## src/rtl/ipi_cmd_pkg.sv

```systemverilog
`timescale 1ns/1ps
package ipi_cmd_pkg;
  localparam int IdW  = 8;
  localparam int VecW = 8;

  typedef enum logic [1:0] {SEL_CMD = 2'd0, SEL_DEST = 2'd1, SEL_ERR = 2'd2, SEL_NONE = 2'd3} regSel_e;
  typedef enum logic [2:0] {
    MODE_FIXED = 3'd0, MODE_LOWPRI = 3'd1, MODE_SMI = 3'd2, MODE_RSVD = 3'd3,
    MODE_NMI = 3'd4, MODE_INIT = 3'd5, MODE_START = 3'd6, MODE_EXT = 3'd7
  } dlvMode_e;
  typedef enum logic [1:0] {SH_DEST = 2'd0, SH_SELF = 2'd1, SH_ALL = 2'd2, SH_OTHERS = 2'd3} shorthand_e;

  typedef struct packed {
    logic [VecW-1:0] vector;
    dlvMode_e        mode;
    logic            logical;
    logic            level;
    logic            trigger;
    shorthand_e      shorthand;
  } cmdWord_t;

  typedef struct packed {
    logic loadCmd;
    logic loadDest;
    logic snapErr;
    logic setBusyErr;
    logic setModeErr;
  } ctrlStrb_t;
endpackage

```

## src/rtl/ipi_cmd_ctrl.sv

```systemverilog
`timescale 1ns/1ps
module ipi_cmd_ctrl
  import ipi_cmd_pkg::*;
(
  input  logic      clk,
  input  logic      rstN,
  input  logic      wrEn,
  input  logic [1:0] wrSel,
  input  logic [2:0] wrMode,
  input  logic      msgReady,
  output ctrlStrb_t strb,
  output logic      busy
);
  logic cmdWr, rsvdMode, accepted;

  always_comb begin
    cmdWr           = wrEn && (regSel_e'(wrSel) == SEL_CMD);
    rsvdMode        = (dlvMode_e'(wrMode) == MODE_RSVD);
    accepted        = busy && msgReady;
    strb.loadCmd    = cmdWr && !busy && !rsvdMode;
    strb.setBusyErr = cmdWr && busy;
    strb.setModeErr = cmdWr && !busy && rsvdMode;
    strb.loadDest   = wrEn && (regSel_e'(wrSel) == SEL_DEST) && !busy;
    strb.snapErr    = wrEn && (regSel_e'(wrSel) == SEL_ERR);
  end

  always_ff @(posedge clk) begin
    if (!rstN)             busy <= 1'b0;
    else if (strb.loadCmd) busy <= 1'b1;
    else if (accepted)     busy <= 1'b0;
  end
endmodule

```

## src/rtl/ipi_cmd_dpath.sv

```systemverilog
`timescale 1ns/1ps
module ipi_cmd_dpath
  import ipi_cmd_pkg::*;
#(
  parameter int NumCpus = 8
) (
  input  logic               clk,
  input  logic               rstN,
  input  ctrlStrb_t          strb,
  input  logic               busy,
  input  logic [31:0]        wrData,
  input  logic [1:0]         rdSel,
  input  logic [IdW-1:0]     selfId,
  output logic [31:0]        rdData,
  output cmdWord_t           cmd,
  output logic [NumCpus-1:0] targets
);
  localparam int ExtW = (NumCpus > IdW) ? NumCpus : IdW;

  logic [IdW-1:0]  destId;
  logic [1:0]      errAcc, errVis, errNew;
  logic [ExtW-1:0] destWide;
  logic [NumCpus-1:0] selfMask, destMask;

  assign errNew = {strb.setModeErr, strb.setBusyErr};

  always_ff @(posedge clk) begin
    if (!rstN) begin
      cmd    <= '0;
      destId <= '0;
      errAcc <= '0;
      errVis <= '0;
    end else begin
      if (strb.loadCmd) begin
        cmd.vector    <= wrData[7:0];
        cmd.mode      <= dlvMode_e'(wrData[10:8]);
        cmd.logical   <= wrData[11];
        cmd.level     <= wrData[14];
        cmd.trigger   <= wrData[15];
        cmd.shorthand <= shorthand_e'(wrData[19:18]);
      end
      if (strb.loadDest) destId <= wrData[31:24];
      if (strb.snapErr) begin
        errVis <= errAcc;
        errAcc <= errNew;
      end else begin
        errAcc <= errAcc | errNew;
      end
    end
  end

  always_comb begin
    destWide = ExtW'(destId);
    for (int i = 0; i < NumCpus; i++) begin
      selfMask[i] = (selfId == IdW'(i));
      destMask[i] = cmd.logical ? destWide[i]
                                : ((destId == IdW'(i)) || (destId == '1));
    end
    unique case (cmd.shorthand)
      SH_DEST:   targets = destMask;
      SH_SELF:   targets = selfMask;
      SH_ALL:    targets = '1;
      SH_OTHERS: targets = ~selfMask;
    endcase
  end

  always_comb begin
    unique case (regSel_e'(rdSel))
      SEL_CMD:  rdData = {12'b0, cmd.shorthand, 2'b0, cmd.trigger, cmd.level, 1'b0,
                          busy, cmd.logical, cmd.mode, cmd.vector};
      SEL_DEST: rdData = {destId, 24'b0};
      SEL_ERR:  rdData = {30'b0, errVis};
      SEL_NONE: rdData = '0;
    endcase
  end
endmodule

```

## src/rtl/ipi_cmd_unit.sv

```systemverilog
`timescale 1ns/1ps
module ipi_cmd_unit
  import ipi_cmd_pkg::*;
#(
  parameter int NumCpus = 8
) (
  input  logic               clk,
  input  logic               rstN,
  input  logic               wrEn,
  input  logic [1:0]         wrSel,
  input  logic [31:0]        wrData,
  input  logic [1:0]         rdSel,
  output logic [31:0]        rdData,
  input  logic [7:0]         selfId,
  output logic               msgValid,
  input  logic               msgReady,
  output logic [7:0]         msgVector,
  output logic [2:0]         msgMode,
  output logic               msgLogical,
  output logic               msgLevel,
  output logic               msgTrigger,
  output logic [NumCpus-1:0] msgTargets
);
  ctrlStrb_t strb;
  cmdWord_t  cmd;
  logic      busy;

  ipi_cmd_ctrl u_ctrl (
    .clk(clk), .rstN(rstN), .wrEn(wrEn), .wrSel(wrSel), .wrMode(wrData[10:8]),
    .msgReady(msgReady), .strb(strb), .busy(busy)
  );

  ipi_cmd_dpath #(.NumCpus(NumCpus)) u_dpath (
    .clk(clk), .rstN(rstN), .strb(strb), .busy(busy), .wrData(wrData),
    .rdSel(rdSel), .selfId(selfId), .rdData(rdData), .cmd(cmd), .targets(msgTargets)
  );

  assign msgValid   = busy;
  assign msgVector  = cmd.vector;
  assign msgMode    = cmd.mode;
  assign msgLogical = cmd.logical;
  assign msgLevel   = cmd.level;
  assign msgTrigger = cmd.trigger;
endmodule

```

## config.mk

```make
export PLATFORM = sky130hd
export DESIGN_NAME = ipi_cmd_unit
export DESIGN_NICKNAME = d
export VERILOG_FILES = /design/src/rtl/ipi_cmd_pkg.sv /design/src/rtl/ipi_cmd_ctrl.sv /design/src/rtl/ipi_cmd_dpath.sv /design/src/rtl/ipi_cmd_unit.sv
export SDC_FILE = /design/constraint.sdc
export NUM_CORES = 1
export LEC_CHECK = 0
export BUFFER_PORTS_ARGS = -buffer_cell sky130_fd_sc_hd__buf_2
export CORE_UTILIZATION = 35
export DETAILED_ROUTE_END_ITERATION = 6
export PLACE_DENSITY_LB_ADDON = 0.1
export RECOVER_POWER = 100
export SYNTH_ARGS = -nofsm -noshare
export SYNTH_HDL_FRONTEND = slang
export SYNTH_SLANG_ARGS = --single-unit
```

## constraint.sdc

```tcl
create_clock -name clk -period 2.7 [get_ports clk]
set_input_delay 0 -clock clk [delete_from_list [all_inputs] [get_ports clk]]
set_output_delay 0 -clock clk [all_outputs]
set_load 0.01 [all_outputs]
```

======== After elaboration in Yosys (flattened, before gate mapping) ========
Cells that the tools add are included.
operators by class
  equality and inequality tests ........... 24
  reduce and logical (&&, ||, !) cells .... 25
  bitwise operators ....................... 2
  muxes and demuxes ....................... 13
operators with widths
  cell                  number
  $pmux W32 S4          1
  $eq A8 B3 Y1 const B  8
  $eq A8 B2 Y1 const B  4
  $pmux W8 S4           1
  $eq A8 B1 Y1 const B  2
  $logic_not A8 Y1      2
  $eq A2 B2 Y1 const B  5
  $mux W1               10
  $logic_and A1 B1 Y1   9
  $eq A8 B8 Y1 const B  1
  $logic_or A1 B1 Y1    8
  $not A8 Y8            1
  $eq A2 B1 Y1 const B  3
  $logic_not A2 Y1      3
  $eq A3 B2 Y1 const B  1
  $logic_not A1 Y1      2
  $mux W2               1
  $or A2 B2 Y2          1
  $reduce_bool A2 Y1    1
storage, ports and cells
  register bits after elaboration ......... 29
  bits of input ports ..................... 48
  output and inout bits ................... 55
  word-level logic and storage cells ...... 74

======== Logic depth before layout (Yosys ltp) ========
  word-level depth ........................ 6
  mapped depth ............................ 5
  mapped depth without buffers ............ 4

======== Hierarchy ========
A second synthesis with hierarchy kept.
second synthesis, totals
  cells, all modules ...................... 208
  area total of the unflattened synthesis .. 1851.8 µm²
by module, submodules not included
  module         cells an instance  area each (µm²)  seq. area each (µm²)  times used
  ipi_cmd_dpath  198                1741.7           560.5                 1
  ipi_cmd_ctrl   10                 110.1            20.0                  1

======== Worst setup path before layout ========
OpenSTA, ideal clock, no wires.
  path kind ............................... flip-flop to flip-flop
  start point ............................. register u_ctrl.busy
  end point ............................... register u_dpath.cmd[7] (netlist name)
  cell stages (with the launch flop) ...... 6
  data arrival time ....................... 1267 ps
  path buffers ............................ 1
  setup time .............................. 118 ps
  path slack .............................. 1314 ps
  cell sequence ........................... dfxtp_1 -> nor4b_4 -> o21ai_4 -> buf_6 -> a22oi_1 -> nor2b_1
between the ends
  word-level cells in the longest chain between the ends .. 3
ends and longest elaborated chain
  item                              RTL line            text
  start, declared                   ipi_cmd_ctrl.sv:12  output logic busy
  start signal, assigned            ipi_cmd_ctrl.sv:28  if (!rstN) busy <= 1'b0;
  start signal, assigned            ipi_cmd_ctrl.sv:29  else if (strb.loadCmd) busy <= 1'b1;
  start signal, assigned            ipi_cmd_ctrl.sv:30  else if (accepted) busy <= 1'b0;
  $logic_not A1 Y1                  ipi_cmd_ctrl.sv:20  strb.loadCmd = cmdWr && !busy && !rsvdMode;
  $logic_and A1 B1 Y1 (2 in a row)  ipi_cmd_ctrl.sv:20
Every way passes these cells.
A chain may end at the register's enable or synchronous reset.

======== Worst setup path in the final report ========
  start point ............................. register u_dpath.cmd[0] (netlist name)
  end point ............................... output msgTargets[7]
between the ends
  word-level cells in the longest chain between the ends .. 2
  elaborated cells between the ends (all ways) .. 5
  classes of those cells .................. eq/ne: 3; mux: 1; reduce/logical: 1
ends and longest elaborated chain
  item                                        RTL line             text
  $eq A2 B2 Y1, or another cell as far along  ipi_cmd_dpath.sv:59  unique case (cmd.shorthand)
  $pmux W8 S4 *                               ipi_cmd_dpath.sv:59
  end, declared                               ipi_cmd_unit.sv:22   output logic [NumCpus-1:0] msgTargets
Mark *: on every way between the ends. The rest lies on a longest branch, timed or not.

==> results.tsv <==
metric	value	unit
outcome	complete, no violations	
Syn Inst Count	232	
Mapped Area	0.00195	mm²
Crit Path Category	reg -> out	
TritonCTS Buffers	5	
Placed Instances	366	
drt drc	0	
post-CTS setup buffer count	0	
# diodes	0	
Yosys warning count	0	
Fill cells	560	
Rows	26	
GPL Wtd Cong	0.776	
Critical Path Start Type	flip-flop	
PwrDens	392	mW/mm²
Die Ht	76.7	µm
fin crit share	77.0	%
Slew Limit Fails	0	
Port Buf Inserts	87	
All-Layer GR Usage	18.3	%
crit path max fanout	8	
H-tree Lvls	2	
1st-iter DRT viols	72	
Sink Count	29	
Final Hold Viols	0	
total grt overflow	0	
crit end category	output pin	
Leak Pwr	1.08	nW
crit path DAT	2.08	ns
DP Area	0.00231	mm²
Setup Skew	0.00763	ns
starting density of the core	37.3	%
synthesized flop and latch total	29	
TritonCTS clock tree	built	
pin count of the biggest net entering global routing	30	
Max-Cap Viols	0	
initial antenna violation count	0	
setup_tns	0	ns
clock buffer depth	2	
HPWL after DPL	3640	µm
Ports	103	
Critical Path RT	2.70	ns
Finished Cell Area	0.00255	mm²
EDFF count, synth	0	
final WL	5280	µm
Avg Cell Area, Syn	8.42	µm²
Max Clk Rate	481	MHz
Root Driver	clkbuf_8	
Final ANT Viol Nets	0	
die area	0.00588	mm²
Slew HR	29.7	%
Finished Layout Cells	396	
vias in the first global route	1732	
share of layout cells above drive strength 1	20.9	%
share of the yosys chip area belonging to registers	29.7	%
Worst-Skew Late Latency	0.28	ns
Nets	373	
Die Wd	76.7	µm
RSZ-0062 raised after global routing	false	
Worst Hold Slack	0.0186	ns
Netlist cell types	41	
hold crit path type	in -> reg	
ys async rst share	0	%
first-pass GRT wire length	8470	µm
Worst-Margin Slew	1.05	ns
via count	1907	
Detailed Routing Iterations Pass 1	4	
Gates resized, CTS repair	0	
CORE AREA	0.00524	mm²
Tot Pwr	0.997	mW
Setup Viol. Count Final	0	
wire per inst	13.3	µm
Via-to-Cell Ratio	4.82	
crit path time final	2.08	ns
Clk pin slew, worst setup/hold paths	0.07	ns
Synth Flop Type	dfxtp_1	
Worst VDD drop	0.000286	V
area grow syn2layout	30.4	%
-- power by group --
group	internal, mW	switching [mW]
clock	0.177	0.172
sequential	0.441	0.0176
combinational	0.0938	0.0949
total	0.712	0.285
-- state kept, by name, summed over array words and instances, names as in the netlist --
signal and count:
u_dpath.errVis 2, u_ctrl.busy 1, u_dpath.destId 8, u_dpath.cmd 16
u_dpath.errAcc 2
-- Yosys cell counts, drive strengths merged (2+ instances only) --
master | count | area [µm²]
nand4 | 3 | 18.8
o221ai | 3 | 26.3
inv | 3 | 11.3
nand3 | 7 | 35.0
o31ai | 2 | 15.0
nor2b | 26 | 163
a21oi | 6 | 30.0
and2 | 23 | 145
nor4b | 2 | 47.6
dfxtp | 29 | 581
nand2 | 13 | 48.8
a21boi | 3 | 22.5
nor4 | 2 | 12.5
and3 | 2 | 12.5
or3 | 2 | 12.5
buf | 21 | 156
o211ai | 3 | 22.5
o21ai | 7 | 46.3
nand4b | 5 | 43.8
a22oi | 3 | 22.5
xnor2 | 5 | 43.8
clkbuf | 8 | 30.0
nor3 | 6 | 35.0
mux2i | 26 | 260
nor2 | 13 | 48.8
-- cell usage in the layout, fill, tap and decap left out, types with 2 or more instances in the layout --
cell type and count:
clkinv_2 2, dfxtp_1 29, nand2_1 13, and2_0 13, a21oi_1 6, o221ai_1 3
nor2b_1 26, nand3_1 7, nand4_1 3, nor2_1 13, nand4b_1 5, a21boi_0 3
nor4_1 2, conb_1 7, and3_1 2, buf_2 54, nor3_1 5, or3_1 2
and2_1 9, xnor2_1 5, clkbuf_1 33, o31ai_1 2, a22oi_1 3, clkbuf_8 5
inv_1 3, mux2i_1 26, o21ai_0 5, dlygate4sd3_1 22, o211ai_1 3
-- per-layer routing --
metal / global-route usage [%] / part of all wire [%] / vias up
met2: 29.4 / 46 / 68
met4: 5.96 / 1.3 / 0
li1: - / - / 962
met3: 4.52 / 4.8 / 6
met1: 23.8 / 48 / 871
met5: 0 / 0 / -
-- final timing paths --
check	startpoint	end	slack, ns	cells after the start
hold / removal	wrData[8]	u_dpath.cmd[5]$_SDFFE_PN0P_	0.02	3
hold reg to reg	u_dpath.errVis[0]$_SDFFE_PN0P_	u_dpath.errVis[0]$_SDFFE_PN0P_	0.47	2
setup / recovery	u_dpath.cmd[0]$_SDFFE_PN0P_	msgTargets[7]	0.62	5
setup reg to reg	u_ctrl.busy$_SDFFE_PN0P_	u_dpath.cmd[7]$_SDFFE_PN0P_	0.85	4
-- metrics by stage --
stage / utilization, % / worst slack (ns)
floorplan: - / 1.31
global placement: 44.1 / 1.12
detailed placement: 44.1 / 1.12
CTS: 50.0 / 0.809
global route: 48.6 / 0.437
finish: 48.6 / 0.621
-- critical path, stage by stage (launching register included) --
cell and delay, ns:
dfxtp_1 0.41, nor4b_2 0.58, nand4_1 0.25, and3_1 0.23
a21oi_1 0.14, clkbuf_1 0.19
-- timing repair --
item	4_1_cts	5_1_grt
hold endpoints to repair	22	0
setup endpoints to repair	0	0
hold buffers	22	0
-- area by class of cell --
| type | instances | area [µm²] | share of cell area, % |
|---|---|---|---|
| clock buffers | 5 | 68.8 | 2.70 |
| clock inverters | 3 | 17.5 | 0.688 |
| flip-flops and latches | 29 | 581 | 22.8 |
| multi-input cells | 177 | 1170 | 45.8 |
| inverters | 3 | 11.3 | 0.442 |
| repair buffers | 109 | 614 | 24.1 |
| well taps | 70 | 87.6 | 3.44 |
-- cells by family (layout without fill, tap and decap cells) --
kind of cell | count (synthesis) | in the layout | synth area share (%)
AO/OA/AOI/OAI | 29 | 29 | 10.2
XOR/XNOR | 5 | 5 | 2.24
buffers and inverters | 32 | 120 | 10.1
flip-flops | 29 | 29 | 29.7
multiplexers | 26 | 26 | 13.3
other | 1 | 7 | 0.192
AND/OR/NAND/NOR | 110 | 110 | 34.1
No activity file was read; power rests on OpenSTA's default activity.
